===== src/rtl/vls_pkg.sv =====
`timescale 1ns/1ps
// Shared types for the valley lockout selector.
// Assumes: valley indices fit in three bits (1..6).
package vls_pkg;
    localparam int VIDX_W = 3;
    localparam int NBANDS = 5;

    typedef enum logic {
        CS_WAIT  = 1'b0,
        CS_COUNT = 1'b1
    } cnt_state_t;
endpackage


===== src/rtl/vls_line_range.sv =====
`timescale 1ns/1ps
// Line-range detector. It raises high_line once the line code has stayed above
// HL_ON for BLANK_CYC clocks in a row, and drops it once the code has stayed
// below HL_OFF for the same time.
// Assumes: HL_OFF < HL_ON, and BLANK_CYC >= 1.
module vls_line_range #(
    parameter int LINE_W    = 9,
    parameter int HL_ON     = 264,
    parameter int HL_OFF    = 253,
    parameter int BLANK_CYC = 3125
) (
    input  logic              clk,
    input  logic              rst_n,
    input  logic [LINE_W-1:0] line_code,
    output logic              high_line
);
    localparam int BW = $clog2(BLANK_CYC + 1);
    localparam logic [LINE_W-1:0] ON_C  = LINE_W'(HL_ON);
    localparam logic [LINE_W-1:0] OFF_C = LINE_W'(HL_OFF);
    localparam logic [BW-1:0]     LAST  = BW'(BLANK_CYC - 1);

    logic          crossing;
    logic [BW-1:0] blank_cnt;

    // Does the present sample argue for the opposite range?
    always_comb begin
        crossing = high_line ? (line_code < OFF_C) : (line_code > ON_C);
    end

    // Blanking counter and range flag: flip only after a full run of crossings.
    always_ff @(posedge clk) begin
        if (!rst_n) begin
            blank_cnt <= '0;
            high_line <= 1'b0;
        end else if (!crossing) begin
            blank_cnt <= '0;
        end else if (blank_cnt == LAST) begin
            blank_cnt <= '0;
            high_line <= ~high_line;
        end else begin
            blank_cnt <= blank_cnt + 1'b1;
        end
    end


    hl_rise_chk: assert property (@(posedge clk) disable iff (!rst_n)
        $rose(high_line) |-> ($past(line_code) > ON_C));

    hl_fall_chk: assert property (@(posedge clk) disable iff (!rst_n)
        $fell(high_line) |-> ($past(line_code) < OFF_C));
endmodule


===== src/rtl/vls_valley_table.sv =====
`timescale 1ns/1ps
// Setpoint axis of the valley table. It keeps a band register (0 = full load,
// 4 = lightest) that moves one step per clock, using separate falling and
// rising thresholds. It also keeps a hysteretic foldback flag.
// Assumes: UP_THR[i] > DN_THR[i], and FF_EXIT > FF_ENTER.
module vls_valley_table
    import vls_pkg::*;
#(
    parameter int SP_W             = 10,
    parameter int DN_THR [NBANDS-1] = '{800, 650, 500, 350},
    parameter int UP_THR [NBANDS-1] = '{900, 750, 600, 450},
    parameter int FF_ENTER         = 250,
    parameter int FF_EXIT          = 350
) (
    input  logic            clk,
    input  logic            rst_n,
    input  logic [SP_W-1:0] setpoint,
    output logic [2:0]      band,
    output logic            foldback
);
    localparam logic [SP_W-1:0] FF_IN_C  = SP_W'(FF_ENTER);
    localparam logic [SP_W-1:0] FF_OUT_C = SP_W'(FF_EXIT);
    localparam logic [2:0]      TOP_BAND = 3'(NBANDS - 1);

    logic [NBANDS-2:0] below_dn;
    logic [NBANDS-2:0] above_up;
    logic [2:0]        band_nxt;

    // One comparator pair per band boundary.
    for (genvar gi = 0; gi < NBANDS - 1; gi++) begin : g_thr
        assign below_dn[gi] = setpoint < SP_W'(DN_THR[gi]);
        assign above_up[gi] = setpoint > SP_W'(UP_THR[gi]);
    end

    // Next band: step down on the falling threshold, step up on the rising one.
    always_comb begin
        band_nxt = band;
        if (band < TOP_BAND && below_dn[band[1:0]]) begin
            band_nxt = band + 3'd1;
        end else if (band != 3'd0 && above_up[2'(band - 3'd1)]) begin
            band_nxt = band - 3'd1;
        end
    end

    // Band and foldback registers.
    always_ff @(posedge clk) begin
        if (!rst_n) begin
            band     <= 3'd0;
            foldback <= 1'b0;
        end else begin
            band <= band_nxt;
            if (setpoint < FF_IN_C) begin
                foldback <= 1'b1;
            end else if (setpoint > FF_OUT_C) begin
                foldback <= 1'b0;
            end
        end
    end


    band_step_chk: assert property (@(posedge clk) disable iff (!rst_n)
        (band != $past(band)) |-> (band == $past(band) + 3'd1 || band + 3'd1 == $past(band)));

    ff_enter_chk: assert property (@(posedge clk) disable iff (!rst_n)
        $rose(foldback) |-> ($past(setpoint) < FF_IN_C));

    ff_exit_chk: assert property (@(posedge clk) disable iff (!rst_n)
        $fell(foldback) |-> ($past(setpoint) > FF_OUT_C));
endmodule


===== src/rtl/vls_valley_counter.sv =====
`timescale 1ns/1ps
// Valley counter. After demag_end it counts the falling edges of the
// zero-crossing comparator; a time-out with no valley counts as a valley.
// It requests turn-on at the target valley, then waits for the next demag_end.
// Assumes: target is 1..6, and TMO_CYC >= 2.
module vls_valley_counter
    import vls_pkg::*;
#(
    parameter int TMO_CYC = 812
) (
    input  logic              clk,
    input  logic              rst_n,
    input  logic              zcd_cmp,
    input  logic              demag_end,
    input  logic [VIDX_W-1:0] target,
    output logic              turn_on
);
    localparam int TW = $clog2(TMO_CYC + 1);
    localparam logic [TW-1:0] TMO_LAST = TW'(TMO_CYC - 1);

    cnt_state_t        state;
    logic              zcd_prev;
    logic [TW-1:0]     tmo_cnt;
    logic [VIDX_W-1:0] vcnt;
    logic              valley_evt;
    logic              fire;

    // A valley is a comparator fall or an expired time-out while counting.
    always_comb begin
        valley_evt = (state == CS_COUNT) && ((zcd_prev && !zcd_cmp) || (tmo_cnt == TMO_LAST));
        fire       = valley_evt && ({1'b0, vcnt} + 4'd1 >= {1'b0, target});
    end

    // Comparator history for edge detection.
    always_ff @(posedge clk) begin
        if (!rst_n) zcd_prev <= 1'b0;
        else        zcd_prev <= zcd_cmp;
    end

    // Counting state machine, valley counter and time-out counter.
    always_ff @(posedge clk) begin
        if (!rst_n) begin
            state   <= CS_COUNT;
            vcnt    <= '0;
            tmo_cnt <= '0;
            turn_on <= 1'b0;
        end else begin
            turn_on <= fire;
            if (demag_end) begin
                state   <= CS_COUNT;
                vcnt    <= '0;
                tmo_cnt <= '0;
            end else if (fire) begin
                state   <= CS_WAIT;
                vcnt    <= '0;
                tmo_cnt <= '0;
            end else if (valley_evt) begin
                vcnt    <= vcnt + 1'b1;
                tmo_cnt <= '0;
            end else if (state == CS_COUNT) begin
                tmo_cnt <= tmo_cnt + 1'b1;
            end
        end
    end


    ton_single_chk: assert property (@(posedge clk) disable iff (!rst_n)
        turn_on |=> !turn_on);

    ton_from_count_chk: assert property (@(posedge clk) disable iff (!rst_n)
        turn_on |-> ($past(state) == CS_COUNT));

    tmo_bound_chk: assert property (@(posedge clk) disable iff (!rst_n)
        tmo_cnt <= TMO_LAST);
endmodule


===== src/rtl/qr_valley_selector.sv =====
`timescale 1ns/1ps
// Top level of the quasi-resonant valley lockout selector. It combines the
// setpoint band and the line range into a locked valley index, and it drives
// the valley counter that issues the turn-on requests.
// Assumes: synchronous active-low reset, and inputs already in the clock domain.
module qr_valley_selector
    import vls_pkg::*;
#(
    parameter int SP_W      = 10,
    parameter int LINE_W    = 9,
    parameter int HL_ON     = 264,
    parameter int HL_OFF    = 253,
    parameter int BLANK_CYC = 3125,
    parameter int TMO_CYC   = 812,
    parameter int FF_ENTER  = 250,
    parameter int FF_EXIT   = 350
) (
    input  logic              clk,
    input  logic              rst_n,
    input  logic [SP_W-1:0]   setpoint,
    input  logic [LINE_W-1:0] line_code,
    input  logic              zcd_cmp,
    input  logic              demag_end,
    output logic              turn_on,
    output logic [2:0]        valley_idx,
    output logic              foldback,
    output logic              high_line
);
    logic [2:0] band;

    vls_line_range #(
        .LINE_W(LINE_W), .HL_ON(HL_ON), .HL_OFF(HL_OFF), .BLANK_CYC(BLANK_CYC)
    ) u_line (
        .clk(clk), .rst_n(rst_n), .line_code(line_code), .high_line(high_line)
    );

    vls_valley_table #(
        .SP_W(SP_W), .FF_ENTER(FF_ENTER), .FF_EXIT(FF_EXIT)
    ) u_table (
        .clk(clk), .rst_n(rst_n), .setpoint(setpoint), .band(band), .foldback(foldback)
    );

    // Locked index: band position plus one, plus one more at high line.
    always_comb begin
        valley_idx = band + 3'd1 + {2'b00, high_line};
    end

    vls_valley_counter #(
        .TMO_CYC(TMO_CYC)
    ) u_count (
        .clk(clk), .rst_n(rst_n), .zcd_cmp(zcd_cmp), .demag_end(demag_end),
        .target(valley_idx), .turn_on(turn_on)
    );


    idx_range_chk: assert property (@(posedge clk) disable iff (!rst_n)
        valley_idx >= 3'd1 && valley_idx <= 3'd6);
endmodule


===== config.mk =====
export PLATFORM = sky130hd
export DESIGN_NAME = qr_valley_selector
export DESIGN_NICKNAME = d
export VERILOG_FILES = /design/src/rtl/vls_pkg.sv /design/src/rtl/vls_line_range.sv /design/src/rtl/vls_valley_table.sv /design/src/rtl/vls_valley_counter.sv /design/src/rtl/qr_valley_selector.sv
export SDC_FILE = /design/constraint.sdc
export NUM_CORES = 1
export LEC_CHECK = 0
export ABC_AREA = 1
export BUFFER_PORTS_ARGS = -buffer_cell sky130_fd_sc_hd__buf_4
export CORE_MARGIN = 2
export CORE_UTILIZATION = 59
export DETAILED_ROUTE_END_ITERATION = 6
export PLACE_DENSITY = 0.92
export SLEW_MARGIN = 20
export SYNTH_ARGS = -nofsm -noshare
export SYNTH_HDL_FRONTEND = slang
export SYNTH_HIERARCHICAL = 1
export SYNTH_SLANG_ARGS = --single-unit

===== constraint.sdc =====
create_clock -name clk -period 2.8 [get_ports clk]
set_input_delay 0.14 -clock clk [delete_from_list [all_inputs] [get_ports clk]]
set_output_delay 0.14 -clock clk [all_outputs]
set_load 0.05 [all_outputs]

### After elaboration in Yosys (flattened, before gate mapping)

Index checks and enable logic that the tools add are counted.

* flip-flop bits (word level): 33
* output and inout bits: 6

* add/sub/neg operators: 7
* order comparisons: 16
* eq/ne operators: 2
* multiplexer cells: 9
* reduce and logical (&&, ||, !) cells: 15
* bitwise logic cells: 3

Operator list (number)
* $gt 10x10->1 const B: 3
* $gt 10x9->1 const B: 2
* $lt 10x10->1 const B: 2
* $lt 10x9->1 const B: 2
* $add 12x1->12 const B: 1
* $eq 12x12->1 const B: 1
* $add 10x1->10 const B: 1
* $eq 10x10->1 const B: 1
* $lt 10x8->1 const B: 1
* $gt 9x9->1 const B: 1
* $lt 9x8->1 const B: 1
* $add 3x1->3 const B: 2
* $lt 2x3->1 const B: 2
* $mux 3: 2
* $reduce_or 3->1: 2
* $logic_and 1x1->1: 5
* $mux 1: 5
* $add 3x1->4 const B: 1
* $bmux 1 s2: 2
* $ge 4x3->1: 1
* $reduce_bool 2->1: 2
* $reduce_or 4->1: 1
* $add 3x1->3: 1
* $lt 3x3->1 const B: 1
* 7 further kinds: 9

### Logic depth before layout (Yosys ltp)

Gate-level depths: netlist (run 1).

* depth after elaboration: 6
* gate-level depth with buffers: 15
* gate-level depth less buffers: 15

### Modules after synthesis

The synthesis (run 1) kept the hierarchy.

By module, submodules not included
* vls_valley_counter: cells an instance 116, area an instance 862.1 um^2, times used 1, seq. area each 320.3 um^2
* vls_line_range: cells an instance 102, area an instance 700.7 um^2, times used 1, seq. area each 260.2 um^2
* vls_valley_table: cells an instance 132, area an instance 681.9 um^2, times used 1, seq. area each 80.1 um^2
* qr_valley_selector: cells an instance 11, area an instance 58.8 um^2, times used 1, seq. area each 0.0 um^2

### Least setup slack after synthesis (run 1)

OpenSTA, ideal clock, no wires.

* path type: flip-flop to flip-flop
* start point: register u_line.high_line
* end point: register u_count.vcnt[0]
* data required time: 2.736 ns
* arrival time: 2.327 ns
* path slack: 0.409 ns
* library setup time: 0.064 ns
* cell stages (with the launch flop): 15
* cells stage by stage: dfxtp_1 inv_1 ha_1 inv_1 ha_1 nand2_1 nand2_1 inv_1 ha_1 o21bai_1 inv_1 nand2_1 nand3_1 nand2_1 nor2_1

* word-level cells in the longest chain between the ends: 4

RTL lines
* from (decl): RTL line vls_line_range.sv:15 `output logic high_line`
* from (signal assigned): RTL line vls_line_range.sv:39 `high_line <= ~high_line;`
* $add 3x1->3: RTL line qr_valley_selector.sv:45 `valley_idx = band + 3'd1 + {2'b00, high_line};`
* net valley_idx[2]: RTL line qr_valley_selector.sv:25 `output logic [2:0] valley_idx,`
* $ge 4x3->1: RTL line vls_valley_counter.sv:31 `fire = valley_evt && ({1'b0, vcnt} + 4'd1 >= {1'b0, target});`
* $logic_and 1x1->1: RTL line vls_valley_counter.sv:31
* $reduce_or 3->1 (no line)
* to (signal assigned): RTL line vls_valley_counter.sv:58 `vcnt <= vcnt + 1'b1;`
* to (decl): RTL line vls_valley_counter.sv:24 `logic [VIDX_W-1:0] vcnt;`

The timed path passes the listed nets, and every way through them passes these cells.
A chain may end at the register's enable or synchronous reset.

### Worst setup path in the final report (run 1)

* start point: register u_table.band[0]
* end point: register u_count.vcnt[1]

* word-level cells in the longest chain between the ends: 5

RTL lines
* from (decl): RTL line vls_valley_table.sv:18 `output logic [2:0] band,`
* from (signal assigned): RTL line vls_valley_table.sv:51 `band <= band_nxt;`
* $add 3x1->3 (2 in series): RTL line qr_valley_selector.sv:45
* $ge 4x3->1: RTL line vls_valley_counter.sv:31
* $logic_and 1x1->1: RTL line vls_valley_counter.sv:31
* $reduce_or 3->1 (no line)

Every way passes these cells.

==> results of run 1 <==
layer usage:
| layer | vias up | track usage [%] |
|---|---|---|
| met2 | 40 | 44.1 |
| li1 | 1171 | - |
| met3 | 2 | 4.39 |
| met5 | - | 0 |
| met1 | 982 | 25.8 |
| met4 | 0 | 6.63 |
critical path: stages (launching register included):
cell	delay [ns]
dfxtp_1	0.48
inv_1	0.09
ha_1	0.18
inv_1	0.06
ha_1	0.15
nand2_1	0.07
nand2_1	0.10
inv_1	0.05
ha_1	0.19
o21bai_1	0.15
inv_1	0.06
nand2_1	0.05
nand3_1	0.10
nand2_1	0.11
nor2_1	0.11
cell usage after synthesis, types with 4 or more instances:
cell and instances:
a21oi_1 7, dfxtp_1 33, ha_1 12, inv_1 60
nand2_1 94, nand2_2 8, nand3_1 27, nand4_1 5
nor2_1 62, nor2_2 6, nor3_1 4, xor2_1 14
cell type report:
cell class,count,share of cell area (%)
inverter,63,8.98
clock buffer,6,2.76
tap,48,2.28
multi-input combinational,263,52.5
clock inverter,2,0.380
timing repair buffer,28,7.98
sequential,33,25.1
report_power, final:
part | switching [mW] | internal, mW | leakage [nW]
combinational | 0.396 | 0.219 | 0.935
clock | 0.164 | 0.172 | 0.0450
sequential | 0.0322 | 0.493 | 0.268
state kept, by name (all words and copies together) (netlist names):
| name | cells |
|---|---|
| u_count/state | 1 |
| u_count/zcd_prev | 1 |
| u_table/foldback | 1 |
| u_line/high_line | 1 |
| u_count/tmo_cnt | 10 |
| u_line/blank_cnt | 12 |
| u_count/vcnt | 3 |
| u_count/turn_on | 1 |
| u_table/band | 3 |
stage by stage:
stage	std cells	worst slack, ns	area (sq um)	hold WS (ns)	utilization, %
2_1_floorplan	361	0.409	2300	0.233	-
3_3_place_gp	435	0.975	2550	0.331	68.7
3_5_place_dp	435	0.849	2550	0.343	68.7
4_1_cts	443	0.815	2630	0.0523	70.9
5_1_grt	443	0.551	2630	0.0888	70.9
6_report	443	0.791	2630	0.0612	70.9
how the worst max path moves through the flow:
stage / endpoint / slack, ns / cells after the start
CTS: u_count/vcnt[1] / 0.81 / 14
global placement: u_count/vcnt[1] / 0.97 / 13
global route: u_count/vcnt[0] / 0.55 / 14
floorplan: u_count/vcnt[0] / 0.41 / 14
detailed placement: u_count/vcnt[1] / 0.85 / 14
finish: u_count/vcnt[1] / 0.79 / 14
cell families (layout without fill, tap and decap cells):
kind of cell	count (synthesis)	after routing	share of synthesized area [%]
compound gates	15	15	4.02
xor+xnor	16	16	6.08
fa+ha+maj	12	12	6.52
buf+inv	65	99	11.2
flops	33	33	28.7
mux	1	1	0.435
simple gates	219	219	43.0
==> flow_summary.yaml, run 1 <==
setup_path:
  r2r_start: "u_table/band[0]"
  reg2reg_depth: 14
  startpoint: "u_table/band[0]"
  startpoint_type: "flip-flop"
  crit_path_end_kind: "flip-flop"
  arrival_ns: 2.23
  r2r-end: "u_count/vcnt[1]"
  crit_fanout: 9
  worstSetupPathType: "flip-flop to flip-flop"
  rrSetupSlack_ns: 0.79
  critPathRequiredTime_ns: 3.02
clocking:
  cts_setup_buffers: 0
  cts_tree: "done"
  numCtsBuffers: 5
  htree_levels: 2
  cts.clk_slew.worst_paths_ns: 0.07
  clockBufferDepth: 2
  clock_latency_ns: 0.28
  cts.sinks: 33
  cts_root_buffer: "clkbuf_8"
  post_cts_resize_count: 0
  cts-hold-fix-buffers: 0
final_layout:
  final_nets: 429
  fill_cells: 312
  final_cell_mix: "nand2_1, nor2_1, inv_1"
  multiInputGateArea_sq_um: 1380
  n_antenna_cell: 0
  regArea_sq_um: 661
  synthToLayoutAreaGrowth_pct: 14.3
  final_common_cell: "nand2_1"
  drive_above_1_share_pct: 16.2
global_route:
  grt_pass1_wl_mm: 8.07
  globalRouteOverflowTotal: 0
  grtUsageTotal_pct: 23.2
  grt_antenna_before_repair: 0
  grt_max_degree: 13
  first_global_vias: 2109
route:
  dr.pass1.iters: 5
  wire_per_inst_um: 10.5
  wl_met2_mm: 2.39
  top_layer: "met4"
  ant_nets: 0
  viasPerCell: 4.95
  wl_met1_mm: 2.08
  drc: 0
  wl_mm: 4.67
  num_vias: 2195
  drt_iter0_markers: 181
  dr_wl_met3_um: 179
timing:
  fmax_ghz: 0.498
  fin_skew_ns: 0.00606
  hold_viol: 0
  post-route-min-period_ns: 2.01
  setup_tns_ns: 0
  setup_viol: 0
  fin_crit_sh_pct: 71.8
  worst_pin_slew_ns: 0.439
  relSlewSlack_pct: 70.7
  rsz0062_at_grt: "false"
  drv_slew: 0
worst_hold_path:
  worstHoldPathCells: 3
  min_path_type: "primary input to flip-flop"
  min_to: "u_count/zcd_prev"
  min_from: "zcd_cmp"
synthesis:
  synth_edf_count: 0
  synthesis.nets: 396
  syn_inst: 361
  ys_types: 28
  synthTopCellsByArea: "dfxtp_1, nand2_1, nor2_1"
  synth_flop_cell: "dfxtp_1"
  synth_top_area_share_pct: 28.7
  yosys_warnings: 6
  syn_avg_cell_area_sq_um: 6.38
  async_flop_share_pct: 0
  netlist_area_sq_um: 2300
  yosysTopAreaCell: "dfxtp_1"
  synth-seq-cells: 33
  ys_seq_area_share_pct: 28.7
floorplan:
  num_rows: 22
  initial_core_util_pct: 62.0
  dieHeight_um: 66.5
  die_area_sq_um: 4420
  die_w_um: 66.5
  core_area_sq_um: 3720
  ios: 29
power:
  power_density_nw_per_um2: 560
  leakagePower_nw: 1.25
  p_total_mw: 1.48
  ir_worst_vdd_mv: 0.549
placement:
  dpl.hpwl_mm: 3.56
  io_buffers: 28
  gp_congestion: 0.850
outcome:
  status: "finished clean"
flow_run:
  cap_viol_max_count: 0
Power figures use the tool's default switching activity.
==> inputs of run 2 (changes only) <==
- ABC_AREA: 1 -> 0
- CORE_UTILIZATION: 59 -> 57
- PLACE_DENSITY: 0.92 -> 0.91
- clock period: 2.8 -> 1.9 ns (I/O delays scaled with it)
==> flow_summary.yaml, run 2 <==
outcome:
  status: "finished clean"
clocking:
  numCtsBuffers: 5
  clock_latency_ns: 0.35
  cts.clk_slew.worst_paths_ns: 0.12
  cts_setup_buffers: 0
  cts.sinks: 33
  cts_root_buffer: "clkbuf_4"
  clockBufferDepth: 2
  cts_tree: "done"
  htree_levels: 2
synthesis:
  synth_edf_count: 0
  syn_avg_cell_area_sq_um: 8.67
  ys_types: 53
  async_flop_share_pct: 0
  netlist_area_sq_um: 1990
  synth-compound-area-share_pct: 16.8
  synth.area.mux_share_pct: 2.01
  synth-seq-cells: 33
  yosys_warnings: 6
  synth_top_family_by_area: "simple AND/OR/NAND/NOR gates"
  synth_flop_cell: "dfxtp_1"
  synth_top_area_share_pct: 33.1
  synth-simple-area-share_pct: 24.4
  synthTopCellsByArea: "dfxtp_1, ha_1, xor2_1"
  synth_xor_area_share_pct: 10.1
  syn_inst: 230
  ys_seq_area_share_pct: 33.1
  yosysTopAreaCell: "dfxtp_1"
  synthesis.nets: 265
  synth_commonest_cells: "dfxtp_1, nor2_1, inv_1, nand2_1, xor2_1"
  synth_fa_ha_area_share_pct: 7.53
setup_path:
  rrSetupSlack_ns: 0.03
  r2r_start: "u_line/high_line"
  reg2reg_depth: 11
  cp-endpoint: "u_count/vcnt[0]"
  worstPathCellList: "inv_2 -> ha_4 -> inv_2 -> ha_4 -> xor2_4 -> inv_2 -> ha_4 -> a31oi_4 -> o21ai_4 -> a211o_4 -> nor2_4"
  crit_path_end_kind: "flip-flop"
  cp.depth: 11
  critPathRequiredTime_ns: 2.19
  critPathBufInv: 3
  crit_slowest_cell: "dfxtp_4"
  crit_fanout: 3
  worstSetupPathType: "flip-flop to flip-flop"
  slowest_delay_ns: 0.36
  path_delay_family: "compound AO/OA/AOI/OAI gates"
  arrival_ns: 2.16
  startpoint: "u_line/high_line"
  r2r-end: "u_count/vcnt[0]"
  startpoint_type: "flip-flop"
final_layout:
  largest-register: "u_line/blank_cnt"
  drive_above_1_share_pct: 28.8
  n_antenna_cell: 0
  final_cell_mix: "buf_4, nor2_1, dfxtp_1"
  largest_reg_flops: 12
  final_common_cell: "buf_4"
  final_nets: 301
  largestRegisters: "u_line/blank_cnt (12), u_count/tmo_cnt (10)"
  synthToLayoutAreaGrowth_pct: 24.5
timing:
  relSlewSlack_pct: 65.9
  hold_viol: 0
  fin_skew_ns: 0.0177
  setup_viol: 0
  drv_slew: 0
  post-route-min-period_ns: 1.87
  rsz0062_at_grt: "true"
  worst_pin_slew_ns: 0.511
  setup_tns_ns: 0
  fmax_ghz: 0.535
  fin_crit_sh_pct: 98.4
power:
  comb_power_share_pct: 46.7
  swShare_pct: 40.4
  ir_worst_vdd_mv: 0.408
  switching_power_mw: 0.891
  power_density_nw_per_um2: 890
  p_seq_share_pct: 35.8
  p_total_mw: 2.21
  p_int_mw: 1.32
  clkPwrFrac_pct: 17.5
  leakagePower_nw: 0.965
placement:
  io_buffers: 28
  dpl.hpwl_mm: 2.93
  gp_congestion: 0.884
floorplan:
  core_area_sq_um: 3340
  die_w_um: 63.1
  num_rows: 21
  initial_core_util_pct: 59.7
  dieHeight_um: 63.1
  ios: 29
  die_area_sq_um: 3990
global_route:
  grt_max_degree: 13
  globalRouteOverflowTotal: 0
  grt_antenna_before_repair: 0
  grtUsageTotal_pct: 21.6
  grt_pass1_wl_mm: 6.94
  first_global_vias: 1674
flow_run:
  cap_viol_max_count: 0
route:
  ant_nets: 0
  dr.pass1.iters: 4
  drt_iter0_markers: 172
  wl_mm: 3.95
  viasPerCell: 5.51
  drc: 0
  wire_per_inst_um: 12.6
  num_vias: 1725
worst_hold_path:
  min_path_type: "primary input to flip-flop"
[run 2: cell count changes after synthesis, sizes merged, moves of 6 or more]
cell and delta:
inv -48, nand2 -86, nand3 -23, nor2 -36
xnor2 +6
[run 2: layout make-up]
class | instances | area, sq um
sequential | 33 | 667
clock inverter | 3 | 17.5
fill | 240 | 856
tap | 46 | 57.6
clock buffer | 5 | 37.5
inverter | 15 | 60.1
timing repair buffer | 37 | 285
multi-input combinational | 174 | 1360
[run 2: worst min path at each step]
stage / startpoint / to / slack [ns] / cells after the start
finish: rst_n / u_count/zcd_prev / 0.06 / 2
global route: rst_n / u_line/high_line / 0.05 / 3
CTS: rst_n / u_count/zcd_prev / 0.05 / 2
detailed placement: demag_end / u_count/state / 0.30 / 2
global placement: demag_end / u_count/state / 0.30 / 2
floorplan: setpoint[9] / u_table/foldback / 0.17 / 1
[run 2: layer usage]
layer	vias up	wire length [um]	GRT usage, %
li1	890	-	-
met4	0	61	10.8
met1	798	1740	25.1
met3	7	116	4.11
met2	30	2040	37.9
met5	-	0	0
[run 2: power groups by stage]
stage / clock [mW] / sequential [mW] / combinational [mW]
6_report: 0.387 / 0.790 / 1.03
5_1_grt: 0.433 / 0.796 / 1.12
4_1_cts: 0.400 / 0.789 / 0.963
3_5_place_dp: 0 / 0.803 / 0.961
3_3_place_gp: 0 / 0.801 / 0.933
2_1_floorplan: 0 / 0.811 / 0.749
[run 2: worst register-to-register path: cells and delay by family, from the launching register on]
kind | cells | cell delay [ns]
XOR/XNOR | 1 | 0.15
buffers and inverters | 3 | 0.16
flip-flops | 1 | 0.36
AO/OA/AOI/OAI | 3 | 0.61
adder cells (fa/ha/maj) | 3 | 0.44
AND/OR/NAND/NOR | 1 | 0.10
[run 2: timing repair]
| action | CTS | global route |
|---|---|---|
| hold endpoints to repair | 3 | 0 |
| hold buffers | 3 | 0 |
| pin swaps | 3 | 6 |
| gates resized for setup | 2 | 11 |
| setup endpoints to repair | 1 | 5 |
[run 2: logic make-up (layout without fill, tap and decap cells)]
| family | count (synthesis) | count (layout) |
|---|---|---|
| XOR/XNOR | 23 | 23 |
| AND/OR/NAND/NOR | 94 | 94 |
| AO/OA/AOI/OAI | 41 | 41 |
| flip-flops | 33 | 33 |
| buffers and inverters | 23 | 60 |
| multiplexers | 4 | 4 |
| adder cells (fa/ha/maj) | 12 | 12 |
[run 2: metrics by stage]
step	util, %	setup slack (ns)	instances	hold slack, ns	instance area, sq um
final	74.4	0.0300	313	0.0635	2480
after global routing	74.4	-0.0413	313	0.0496	2480
after CTS	72.6	0.00564	313	0.0495	2420
after detailed placement	70.0	-0.0771	302	0.298	2340
after global placement	70.0	-0.0368	302	0.297	2340
after floorplan	-	-0.243	230	0.171	2090
==> inputs of run 3 (changes only) <==
- GPL_ROUTABILITY_DRIVEN: default -> 1
- REMOVE_ABC_BUFFERS: default -> 1
==> flow_summary.yaml, run 3 (same netlist as run 2, synthesis figures left out) <==
outcome:
  failed_checks: "setup timing"
  status: "complete, but fails checks"
timing:
  fin_crit_sh_pct: 102
  drv_slew: 0
  layout_setup_ws_ns: -0.0302
  post-route-min-period_ns: 1.93
  setup_viol: 1
  worst_pin_slew_ns: 0.526
  fin_skew_ns: 0.0142
  fmax_ghz: 0.518
  rsz0062_at_grt: "true"
  whs_ns: 0.0780
  hold_viol: 0
  relSlewSlack_pct: 64.8
setup_path:
  worstPathCellList: "inv_2 -> ha_4 -> inv_4 -> ha_4 -> xor2_2 -> inv_2 -> ha_4 -> inv_2 -> o21ai_2 -> nand2_2 -> a211o_1"
  crit_slowest_cell: "dfxtp_2"
  worstSetupPathType: "flip-flop to flip-flop"
  arrival_ns: 2.18
  crit_path_end_kind: "flip-flop"
  r2r_start: "u_table/band[0]"
  critPathRequiredTime_ns: 2.15
  crit_fanout: 2
  rrSetupSlack_ns: -0.03
  slowest_delay_ns: 0.35
  r2r-end: "u_count/state"
  startpoint_type: "flip-flop"
  reg2reg_depth: 11
power:
  p_total_mw: 2.57
  swShare_pct: 36.1
  p_int_mw: 1.64
  leakagePower_nw: 1.02
  switching_power_mw: 0.927
  comb_power_share_pct: 44.2
  power_density_nw_per_um2: 1010
  ir_worst_vdd_mv: 0.620
  clkPwrFrac_pct: 25.6
  p_seq_share_pct: 30.1
route:
  viasPerCell: 5.76
  num_vias: 1838
  ant_nets: 0
  wire_per_inst_um: 14.6
  dr.pass1.iters: 6
  drt_iter0_markers: 131
  drc: 0
  wl_mm: 4.65
final_layout:
  final_cell_mix: "buf_4, nor2_1, dfxtp_1"
  largestRegisters: "u_line/blank_cnt (12), u_count/tmo_cnt (10)"
  final_nets: 307
  n_antenna_cell: 0
  drive_above_1_share_pct: 28.9
  largest-register: "u_line/blank_cnt"
  final_common_cell: "buf_4"
  largest_reg_flops: 12
  fill_cells: 236
  synthToLayoutAreaGrowth_pct: 27.3
global_route:
  grt_pass1_wl_mm: 7.29
  grtUsageTotal_pct: 23.3
  grt_antenna_before_repair: 0
  globalRouteOverflowTotal: 0
  grt_max_degree: 13
  first_global_vias: 1669
worst_hold_path:
  min_from: "rst_n"
  min_to: "u_line/high_line"
  min_path_type: "primary input to flip-flop"
  worstHoldPathCells: 3
clocking:
  clock_latency_ns: 0.34
  clockBufferDepth: 2
  cts_root_buffer: "clkbuf_4"
  numCtsBuffers: 5
  cts.sinks: 33
  cts.clk_slew.worst_paths_ns: 0.11
  cts_tree: "done"
  htree_levels: 2
floorplan:
  die_w_um: 63.1
  ios: 29
  initial_core_util_pct: 59.7
  core_area_sq_um: 3340
  dieHeight_um: 63.1
  num_rows: 21
  die_area_sq_um: 3990
placement:
  dpl.hpwl_mm: 3.07
  io_buffers: 28
  gp_congestion: 0.899
flow_run:
  cap_viol_max_count: 0
==> run 3: cell types whose count changed in the layout (fill, tap and decap cells not counted), sizes merged <==
cell      delta
buf          +6
bufinv       +2
clkinv       -1
clkinvlp     -2
inv          +1
==> run 3: layout make-up <==
class / count / area [sq um] / area share (%)
timing repair buffer: 43 / 338 / 13.3
tap: 46 / 57.6 / 2.27
clock buffer: 5 / 37.5 / 1.48
inverter: 15 / 58.8 / 2.32
clock inverter: 3 / 65.1 / 2.56
sequential: 33 / 663 / 26.1
multi-input combinational: 174 / 1320 / 51.9
==> run 3: timing repair <==
| item | in CTS | in global routing |
|---|---|---|
| hold buffers | 3 | 0 |
| setup endpoints to repair | 4 | 5 |
| resized for setup | 11 | 16 |
| buffers inserted | 2 | 1 |
| hold endpoints to repair | 3 | 0 |
| pin swaps | 7 | 9 |
==> run 3: worst max-delay path by stage <==
| stage | startpoint | to | slack, ns | depth (start not counted) |
|---|---|---|---|---|
| 2_1_floorplan | u_line/high_line | u_count/state | -1.21 | 11 |
| 3_3_place_gp | u_line/high_line | u_count/state | -0.10 | 11 |
| 3_5_place_dp | u_line/high_line | u_count/state | -0.18 | 11 |
| 4_1_cts | u_line/high_line | u_count/vcnt[0] | -0.005 | 11 |
| 5_1_grt | u_line/high_line | u_count/state | -0.12 | 11 |
| 6_report | u_table/band[0] | u_count/state | -0.03 | 11 |
==> run 3: power groups by stage <==
stage | clock, mW | combinational, mW | sequential [mW]
floorplan | 0 | 0.580 | 0.799
global placement | 0 | 0.869 | 0.776
detailed placement | 0 | 0.891 | 0.777
CTS | 0.666 | 0.999 | 0.768
global route | 0.708 | 1.21 | 0.780
finish | 0.659 | 1.14 | 0.774
==> run 3: critical path: cells and delay by family (launching register included) <==
family / cells / cell delay [ns]
flops: 1 / 0.35
simple gates: 1 / 0.09
compound gates: 2 / 0.47
fa+ha+maj: 3 / 0.55
xor+xnor: 1 / 0.19
buf+inv: 4 / 0.19
==> run 3: routing by layer <==
metal / part of all wire [%] / GRT usage, % / vias to the layer above
met4: 2.6 / 12.5 / 0
met3: 5.9 / 5.71 / 18
met5: 0 / 0 / -
met2: 51 / 38.2 / 72
li1: - / - / 898
met1: 41 / 28.0 / 850
==> run 3: stage by stage <==
step                      cells  utilization, %  TNS (ns)  cell area, sq um  worst slack, ns
after global placement      306            68.1    -0.432              2270           -0.105
after detailed placement    306            68.1    -0.732              2270           -0.179
after global routing        319            76.0    -0.409              2540           -0.115
final                       319            76.0   -0.0302              2540          -0.0302
after CTS                   319            73.5  -0.00456              2450         -0.00456
after floorplan             222               -     -5.69              1930            -1.21
